### config.mk
export PLATFORM = sky130hd
export DESIGN_NAME = cmd_ring_engine
export DESIGN_NICKNAME = d
export VERILOG_FILES = /design/src/rtl/cre_pkg.sv /design/src/rtl/cre_control.sv /design/src/rtl/cre_datapath.sv /design/src/rtl/cmd_ring_engine.sv
export SDC_FILE = /design/constraint.sdc
export NUM_CORES = 1
export LEC_CHECK = 0
export ABC_AREA = 1
export BUFFER_PORTS_ARGS = -buffer_cell sky130_fd_sc_hd__buf_4
export CAP_MARGIN = 20
export CORE_MARGIN = 3
export CORE_UTILIZATION = 40
export CTS_CLUSTER_DIAMETER = 40
export CTS_CLUSTER_SIZE = 25
export DETAILED_ROUTE_END_ITERATION = 12
export PLACE_DENSITY_LB_ADDON = 0.25
export SKIP_CTS_REPAIR_TIMING = 1
export SLEW_MARGIN = 20
export SYNTH_ARGS = -nofsm -noshare
export SYNTH_HDL_FRONTEND = slang
export SYNTH_SLANG_ARGS = --single-unit
### constraint.sdc
create_clock -name clk -period 1.8 [get_ports clk]
set_input_delay 0.18 -clock clk [delete_from_list [all_inputs] [get_ports clk]]
set_output_delay 0.18 -clock clk [all_outputs]
set_load 0.05 [all_outputs]
### src/rtl/cre_pkg.sv
package cre_pkg;
  typedef enum logic [1:0] {
    ST_IDLE = 2'd0,
    ST_LOAD = 2'd1,
    ST_SHOW = 2'd2
  } engState_t;

  typedef struct packed {
    logic wpWrite;
    logic sizeWrite;
    logic ptrReset;
    logic advance;
    logic load;
  } engStrobe_t;

  localparam logic [1:0] REG_WP   = 2'd0;
  localparam logic [1:0] REG_RP   = 2'd1;
  localparam logic [1:0] REG_CTRL = 2'd2;
  localparam logic [1:0] REG_SIZE = 2'd3;
endpackage

### src/rtl/cre_control.sv
module cre_control
  import cre_pkg::*;
(
  input  logic       clk,
  input  logic       rstN,
  input  logic       regWrEn,
  input  logic [1:0] regAddr,
  input  logic       wrRstBit,
  input  logic       wrRunBit,
  input  logic       ringEmpty,
  input  logic       sizeOk,
  input  logic       cmdReady,
  output engStrobe_t strobe,
  output logic       memRdEn,
  output logic       cmdValid,
  output logic       runShown,
  output logic       rstPending
);
  engState_t state, stateNext;
  logic      runReq;
  logic      canFetch;

  assign canFetch = runReq && !rstPending && sizeOk && !ringEmpty;

  always_comb begin
    stateNext      = state;
    strobe         = '0;
    memRdEn        = 1'b0;
    strobe.wpWrite   = regWrEn && (regAddr == REG_WP);
    strobe.sizeWrite = regWrEn && (regAddr == REG_SIZE);
    strobe.ptrReset  = regWrEn && (regAddr == REG_RP) && wrRstBit;
    unique case (state)
      ST_IDLE: if (canFetch) begin
        memRdEn   = 1'b1;
        stateNext = ST_LOAD;
      end
      ST_LOAD: begin
        strobe.load = 1'b1;
        stateNext   = ST_SHOW;
      end
      ST_SHOW: if (cmdReady) begin
        strobe.advance = 1'b1;
        stateNext      = ST_IDLE;
      end
      default: stateNext = ST_IDLE;
    endcase
  end

  always_ff @(posedge clk or negedge rstN) begin
    if (!rstN) begin
      state      <= ST_IDLE;
      runReq     <= 1'b0;
      rstPending <= 1'b0;
    end else begin
      state <= stateNext;
      if (regWrEn && regAddr == REG_CTRL) runReq <= wrRunBit;
      if (regWrEn && regAddr == REG_RP) rstPending <= wrRstBit;
    end
  end

  assign cmdValid = (state == ST_SHOW);
  assign runShown = runReq || (state != ST_IDLE);
endmodule

### src/rtl/cre_datapath.sv
module cre_datapath
  import cre_pkg::*;
#(
  parameter int PTR_W  = 8,
  parameter int WORD_W = 32,
  parameter int REG_W  = 16
) (
  input  logic              clk,
  input  logic              rstN,
  input  engStrobe_t        strobe,
  input  logic [PTR_W-1:0]  wrPtr,
  input  logic [1:0]        wrSize,
  input  logic [1:0]        regAddr,
  input  logic              powerDown,
  input  logic              runShown,
  input  logic              rstShown,
  input  logic [WORD_W-1:0] memRdData,
  output logic [PTR_W-1:0]  memAddr,
  output logic [WORD_W-1:0] cmdData,
  output logic [REG_W-1:0]  regRdData,
  output logic              ringEmpty,
  output logic              sizeOk,
  output logic              queueFull
);
  localparam logic [1:0] SIZE_CODE = (PTR_W == 8) ? 2'd2 : ((PTR_W == 4) ? 2'd1 : 2'd0);
  localparam int         PAD_W     = REG_W - PTR_W;

  logic [PTR_W-1:0]  wrIdx, rdIdx;
  logic [1:0]        sizeCode;
  logic [WORD_W-1:0] outWord;

  always_ff @(posedge clk or negedge rstN) begin
    if (!rstN) begin
      wrIdx    <= '0;
      rdIdx    <= '0;
      sizeCode <= SIZE_CODE;
      outWord  <= '0;
    end else begin
      if (strobe.wpWrite)   wrIdx    <= wrPtr;
      if (strobe.sizeWrite) sizeCode <= wrSize;
      if (strobe.ptrReset)      rdIdx <= '0;
      else if (strobe.advance)  rdIdx <= rdIdx + 1'b1;
      if (strobe.load) outWord <= memRdData;
    end
  end

  assign memAddr   = rdIdx + 1'b1;
  assign cmdData   = outWord;
  assign ringEmpty = (rdIdx == wrIdx);
  assign sizeOk    = (sizeCode == SIZE_CODE);
  assign queueFull = ((wrIdx + 1'b1) == rdIdx);

  always_comb begin
    unique case (regAddr)
      REG_WP:   regRdData = powerDown ? '1 : {{PAD_W{1'b0}}, wrIdx};
      REG_RP:   regRdData = powerDown ? '1 : {rstShown, {(PAD_W-1){1'b0}}, rdIdx};
      REG_CTRL: regRdData = {{(REG_W-1){1'b0}}, runShown};
      default:  regRdData = {{(REG_W-2){1'b0}}, sizeCode};
    endcase
  end
endmodule

### src/rtl/cmd_ring_engine.sv
module cmd_ring_engine
  import cre_pkg::*;
#(
  parameter int PTR_W  = 8,
  parameter int WORD_W = 32,
  parameter int REG_W  = 16
) (
  input  logic              clk,
  input  logic              rstN,
  input  logic              powerDown,
  input  logic              regWrEn,
  input  logic [1:0]        regAddr,
  input  logic [REG_W-1:0]  regWrData,
  output logic [REG_W-1:0]  regRdData,
  output logic              memRdEn,
  output logic [PTR_W-1:0]  memAddr,
  input  logic [WORD_W-1:0] memRdData,
  output logic              cmdValid,
  input  logic              cmdReady,
  output logic [WORD_W-1:0] cmdData,
  output logic              queueFull
);
  engStrobe_t strobe;
  logic       ringEmpty, sizeOk, runShown, rstPending;

  cre_control ctrl (
    .clk(clk), .rstN(rstN), .regWrEn(regWrEn), .regAddr(regAddr),
    .wrRstBit(regWrData[REG_W-1]), .wrRunBit(regWrData[0]),
    .ringEmpty(ringEmpty), .sizeOk(sizeOk), .cmdReady(cmdReady),
    .strobe(strobe), .memRdEn(memRdEn), .cmdValid(cmdValid),
    .runShown(runShown), .rstPending(rstPending)
  );

  cre_datapath #(.PTR_W(PTR_W), .WORD_W(WORD_W), .REG_W(REG_W)) dp (
    .clk(clk), .rstN(rstN), .strobe(strobe),
    .wrPtr(regWrData[PTR_W-1:0]), .wrSize(regWrData[1:0]),
    .regAddr(regAddr), .powerDown(powerDown), .runShown(runShown),
    .rstShown(rstPending), .memRdData(memRdData), .memAddr(memAddr),
    .cmdData(cmdData), .regRdData(regRdData), .ringEmpty(ringEmpty),
    .sizeOk(sizeOk), .queueFull(queueFull)
  );
endmodule

* Word level (Yosys, flattened, before mapping) *
Cells that the tools add are included.
Widths: inputs -> output; s select.

storage, ports and cells
  flip-flop bits (word level) = 54
  input bits = 55
  output and inout port bits = 59
  logic and storage cells = 48

operators by class
  add/subtract/negate cells = 2
  eq/ne operators = 10
  mux-type cells = 13
  reduce and logical (&&, ||, !) cells = 16

operator list
  operator             count
  $pmux 16 s3          1
  $mux 16              2
  $add 8x1->8 const B  2
  $eq 8x8->1           2
  $mux 8               2
  $eq 2x2->1 const B   4
  $logic_and 1x1->1    8
  $pmux 2 s3           1
  $mux 1               5
  $eq 2x1->1 const B   2
  $logic_not 2->1      2
  $mux 2               2
  $ne 2x1->1 const B   2
  $reduce_bool 2->1    2
  $logic_not 1->1      2
  $reduce_and 2->1     1
  $logic_or 1x1->1     1

* Longest topological paths before layout *
  depth in word-level cells = 6
  gate-level depth with buffers = 8
  mapped depth without buffers = 8

* Hierarchy *
Synthesis repeated with hierarchy kept, for this count alone.

second synthesis, totals
  cells, all modules = 311
  area total of the unflattened synthesis = 2811.4 µm²

by module, submodules not included
  module        instances  cells each  area each (µm²)  seq. area each (µm²)
  cre_datapath  1          275         2566.2           1252.5
  cre_control   1          36          245.2            100.1

* Worst setup path before layout *
No wires, ideal clock.

  path type = reg2out
  start point = register dp.rdIdx[0]
  end point = output queueFull
  data arrival time = 1.818 ns
  data required time = 1.620 ns
  setup slack = -0.198 ns
  stages on the path, launching flop included = 8
  buffers on the path = 0
  path through = dfrtp_1 inv_1 nand2_1 nand2_1 nand2_1 nor2_1 nand3_1 nor2_1

between the ends
  longest elaborated chain between the ends = 1

RTL lines
  element                 RTL line               source
  start, declared         cre_datapath.sv:28     logic [PTR_W-1:0] wrIdx, rdIdx;
  start signal, assigned  cre_datapath.sv:42     else if (strobe.advance) rdIdx <= rdIdx + 1'b1;
  $eq 8x8->1              cre_datapath.sv:51     assign queueFull = ((wrIdx + 1'b1) == rdIdx);
  end, declared           cmd_ring_engine.sv:21  output logic queueFull

Every way passes these cells.

* Worst setup path in the final report *
  start point = register dp.wrIdx[1]
  end point = output queueFull

between the ends
  longest elaborated chain between the ends = 2

RTL lines
  element                 RTL line            source
  start, declared         cre_datapath.sv:28
  start signal, assigned  cre_datapath.sv:39  if (strobe.wpWrite) wrIdx <= wrPtr;
  $add 8x1->8             cre_datapath.sv:51
  $eq 8x8->1              cre_datapath.sv:51

Every way passes these cells.

==> key figures <==
Global routing
  • Overall Global Routing Usage: 0.160
  • Largest net degree at the start of global routing: 55
  • Grt met3 use: 0.0427
  • GR met1 Demand/Resource: 0.208
  • First-pass GRT wire length: approximately 11000 um
  • GRT busiest layer: met2
  • Vias in the first global route: approximately 2300
  • Met2 Use GR: 0.265
  • Antenna violations before repair: 0
  • Remaining Overflow, GRT: 0

Worst setup path
  • Max incr delay on CP: between 0.4 and 0.5 ns
  • RR Endpoint: dp.cmdData[28]$_DFFE_PN0N_
  • Reg2reg setup slack: roughly 0.39 ns
  • R2R depth: 3
  • CP required: about 1.6 ns
  • Crit-path max FO: 2
  • Critical-path cell list: ha_4 > xnor2_2 > nand2_1 > nor2_2 > nand3_2 > nor2_2 > buf_6
  • CP Capture Type: output port
  • CP bufs+invs: 1
  • Worst path slowest cell: dfrtp_1
  • Worst R2R Start: ctrl.state[0]$_DFFE_PN0P_
  • CP startpoint kind: register
  • Crit. path cell count: 7
  • CP delay by family, top: flip-flops
  • CP Class: reg -> out
  • Beginning of the critical path: dp.wrIdx[1]$_DFFE_PN0P_
  • Worst path most repeated cell: nor2_2
  • CP arrival: roughly 1.7 ns
  • Worst setup path endpoint: queueFull

Synth
  • Mapped Cells: 305
  • Largest area contributor in the netlist: dfrtp_1
  • Cell variety after synth: 30
  • Syn Nets: 362
  • Post-synth top area share: 0.451
  • Mapped Area: between 2000 and 3000 um2
  • Number of synthesized register bits: 54
  • Primary FF master, synth: dfrtp_1
  • Syn Area/Cell: around 9.6 um2
  • Register area share after synthesis: 0.460
  • Post-synth ARST share: 1.00
  • Synth top area cells: dfrtp_1, mux2_4, nand2_1
  • Syn. warnings: 0
  • EDFF count, synth: 0

Timing
  • Setup TNS: -0.0683 ns
  • Post-route worst setup slack: -0.0683 ns
  • Final period util: 1.04
  • RSZ-0062 raised after global routing: true
  • Pin slew with the least headroom to its limit: a little under 0.7 ns
  • Final setup viols: 1
  • Hold Vio Cnt, Final: 0
  • Final-report max-slew violation count: 0
  • Fmax: between 0.5 and 0.6 GHz
  • Fin crit period: 1.87 ns
  • Worst slew margin: 0.551
  • Clk_skew: about 0.011 ns

Run status
  • Status: finished, violations left
  • Failing checks: negative setup slack

Routing
  • Drc violations: 0
  • Via density: between 4 and 5
  • DR WL/cell: ~13 um
  • 1st-iter DRT viols: 57
  • Final ANT Viol Nets: 0
  • Router iterations before antenna repair: 4
  • Vias: approximately 2400
  • DRT Wirelength: 6890 um

Clocking
  • Clk Latency, worst-skew pair: 0.31 ns
  • Total CTS buffers: 5
  • Max Buffers Root-to-Sink: 2
  • Clock transition at the registers of the reported paths: around 0.10 ns
  • Clk sinks: between 50 and 60
  • Clock tree from TritonCTS: built
  • Root Buffer: clkbuf_8
  • H-tree levels: 2

Cells and area
  • Most common cell after layout, fill and taps aside: buf_4
  • Commonest cells after routing, fill and taps aside: buf_4, nand2_1, dfrtp_1
  • Fill count: a little over 600
  • Util after Layout: 0.582
  • Share of post-route cells with drive strength above 1: 0.492
  • Synthesis-to-finish area growth: 37.4%
  • Post-route cell area: slightly above 4000 um2
  • # diodes: 0
  • Final Net Count: roughly 470

Pwr
  • Total power: approximately 6700 uW
  • Leak: 0.00213 uW
  • Pwr/cell area: roughly 1700 nW/um2
  • Maximum VDD drop: between 900 and 1000 uV

Floorplanning
  • Io pins: ~110
  • Row Count: 30
  • Die W: just over 90 um
  • Effective utilization at floorplan: 0.423
  • Core Area: 6940 um2
  • Die ar.: between 8000 and 9000 um2
  • Die height: approximately 92 um

Worst hold path
  • Hold Crit Class: in -> reg
  • Hold Startpoint: memRdData[11]

Placement
  • DP HPWL: 5180 um
  • DP Worst Slack: 0.155 ns
  • Gpl congestion: 0.917
  • DP Area: 3790 um2
  • Port buffer count: 106

Run
  • Max_cap viols: 0
-- flip-flops by register name, indices dropped and copies added (netlist names) --
name	cells
ctrl.runReq	1
dp.rdIdx	8
ctrl.state	2
dp.wrIdx	8
dp.sizeCode	2
ctrl.rstPending	1
dp.cmdData	32
-- through the flow --
step                cells  hold slack, ns
global placement      496           0.264
global route          511          0.0818
detailed placement    496           0.271
floorplan             305          -0.116
finish                511          0.0954
CTS                   504         -0.0671
-- worst register-to-register path: cells and delay by family, from the launching register on --
kind | cells | cell delay, ns
and+or+nand+nor | 1 | 0.28
DFF | 1 | 0.44
buffers and inverters | 1 | 0.23
muxes | 1 | 0.35
-- synthesized netlist by cell type (3+ instances only) --
library cell	number
mux2_4	29
nor2_2	3
nand3_1	10
nor2_1	21
mux2_2	5
o21ai_1	3
nand2_2	6
o21ai_0	22
buf_6	4
xor2_1	5
nand3_2	3
inv_2	6
a21oi_1	7
nand2_1	75
inv_1	25
buf_4	8
dfrtp_1	53
xnor2_1	4
-- how the worst min path moves through the flow --
stage / cells after the start / to
finish: 2 / dp.cmdData[11]$_DFFE_PN0N_
global route: 2 / dp.cmdData[13]$_DFFE_PN0N_
CTS: 1 / dp.rdIdx[2]$_DFFE_PN0P_
detailed placement: 1 / dp.cmdData[4]$_DFFE_PN0N_
global placement: 1 / dp.cmdData[6]$_DFFE_PN0N_
floorplan: 0 / ctrl.rstPending$_DFFE_PN0N_
-- kinds of logic (layout without fill, tap and decap cells) --
family	Yosys count	after routing	share of synthesized area
adder cells (fa/ha/maj)	2	2	0.00851
AND/OR/NAND/NOR	122	122	0.180
AO/OA/AOI/OAI	37	37	0.0677
multiplexers	34	34	0.167
XOR/XNOR	11	11	0.0379
flip-flops	54	54	0.460
buffers and inverters	45	155	0.0783
-- cell type report --
cell class	instances	area [um2]	share of cell area
Clock buffer	6	72.6	0.0180
Clock inverter	2	37.5	0.00929
Inverter	31	116	0.0288
Multi-Input combinational cell	206	1440	0.355
Sequential cell	54	1360	0.337
Tap cell	96	120	0.0297
Timing Repair Buffer	116	897	0.222
-- where the power goes --
| part | switching, uW | total, uW | internal [uW] |
|---|---|---|---|
| Combinational | 2410 | 3830 | 1430 |
| Sequential | 370 | 2050 | 1680 |
| Clock | 389 | 804 | 415 |
| Total | 3170 | 6690 | 3530 |
-- per-layer routing --
metal	vias to the layer above	part of all wire
li1	1184	-
met1	1105	0.42
met2	65	0.51
met3	7	0.064
met4	0	0.0093
met5	-	0
No activity file was read; power rests on OpenSTA's default activity.
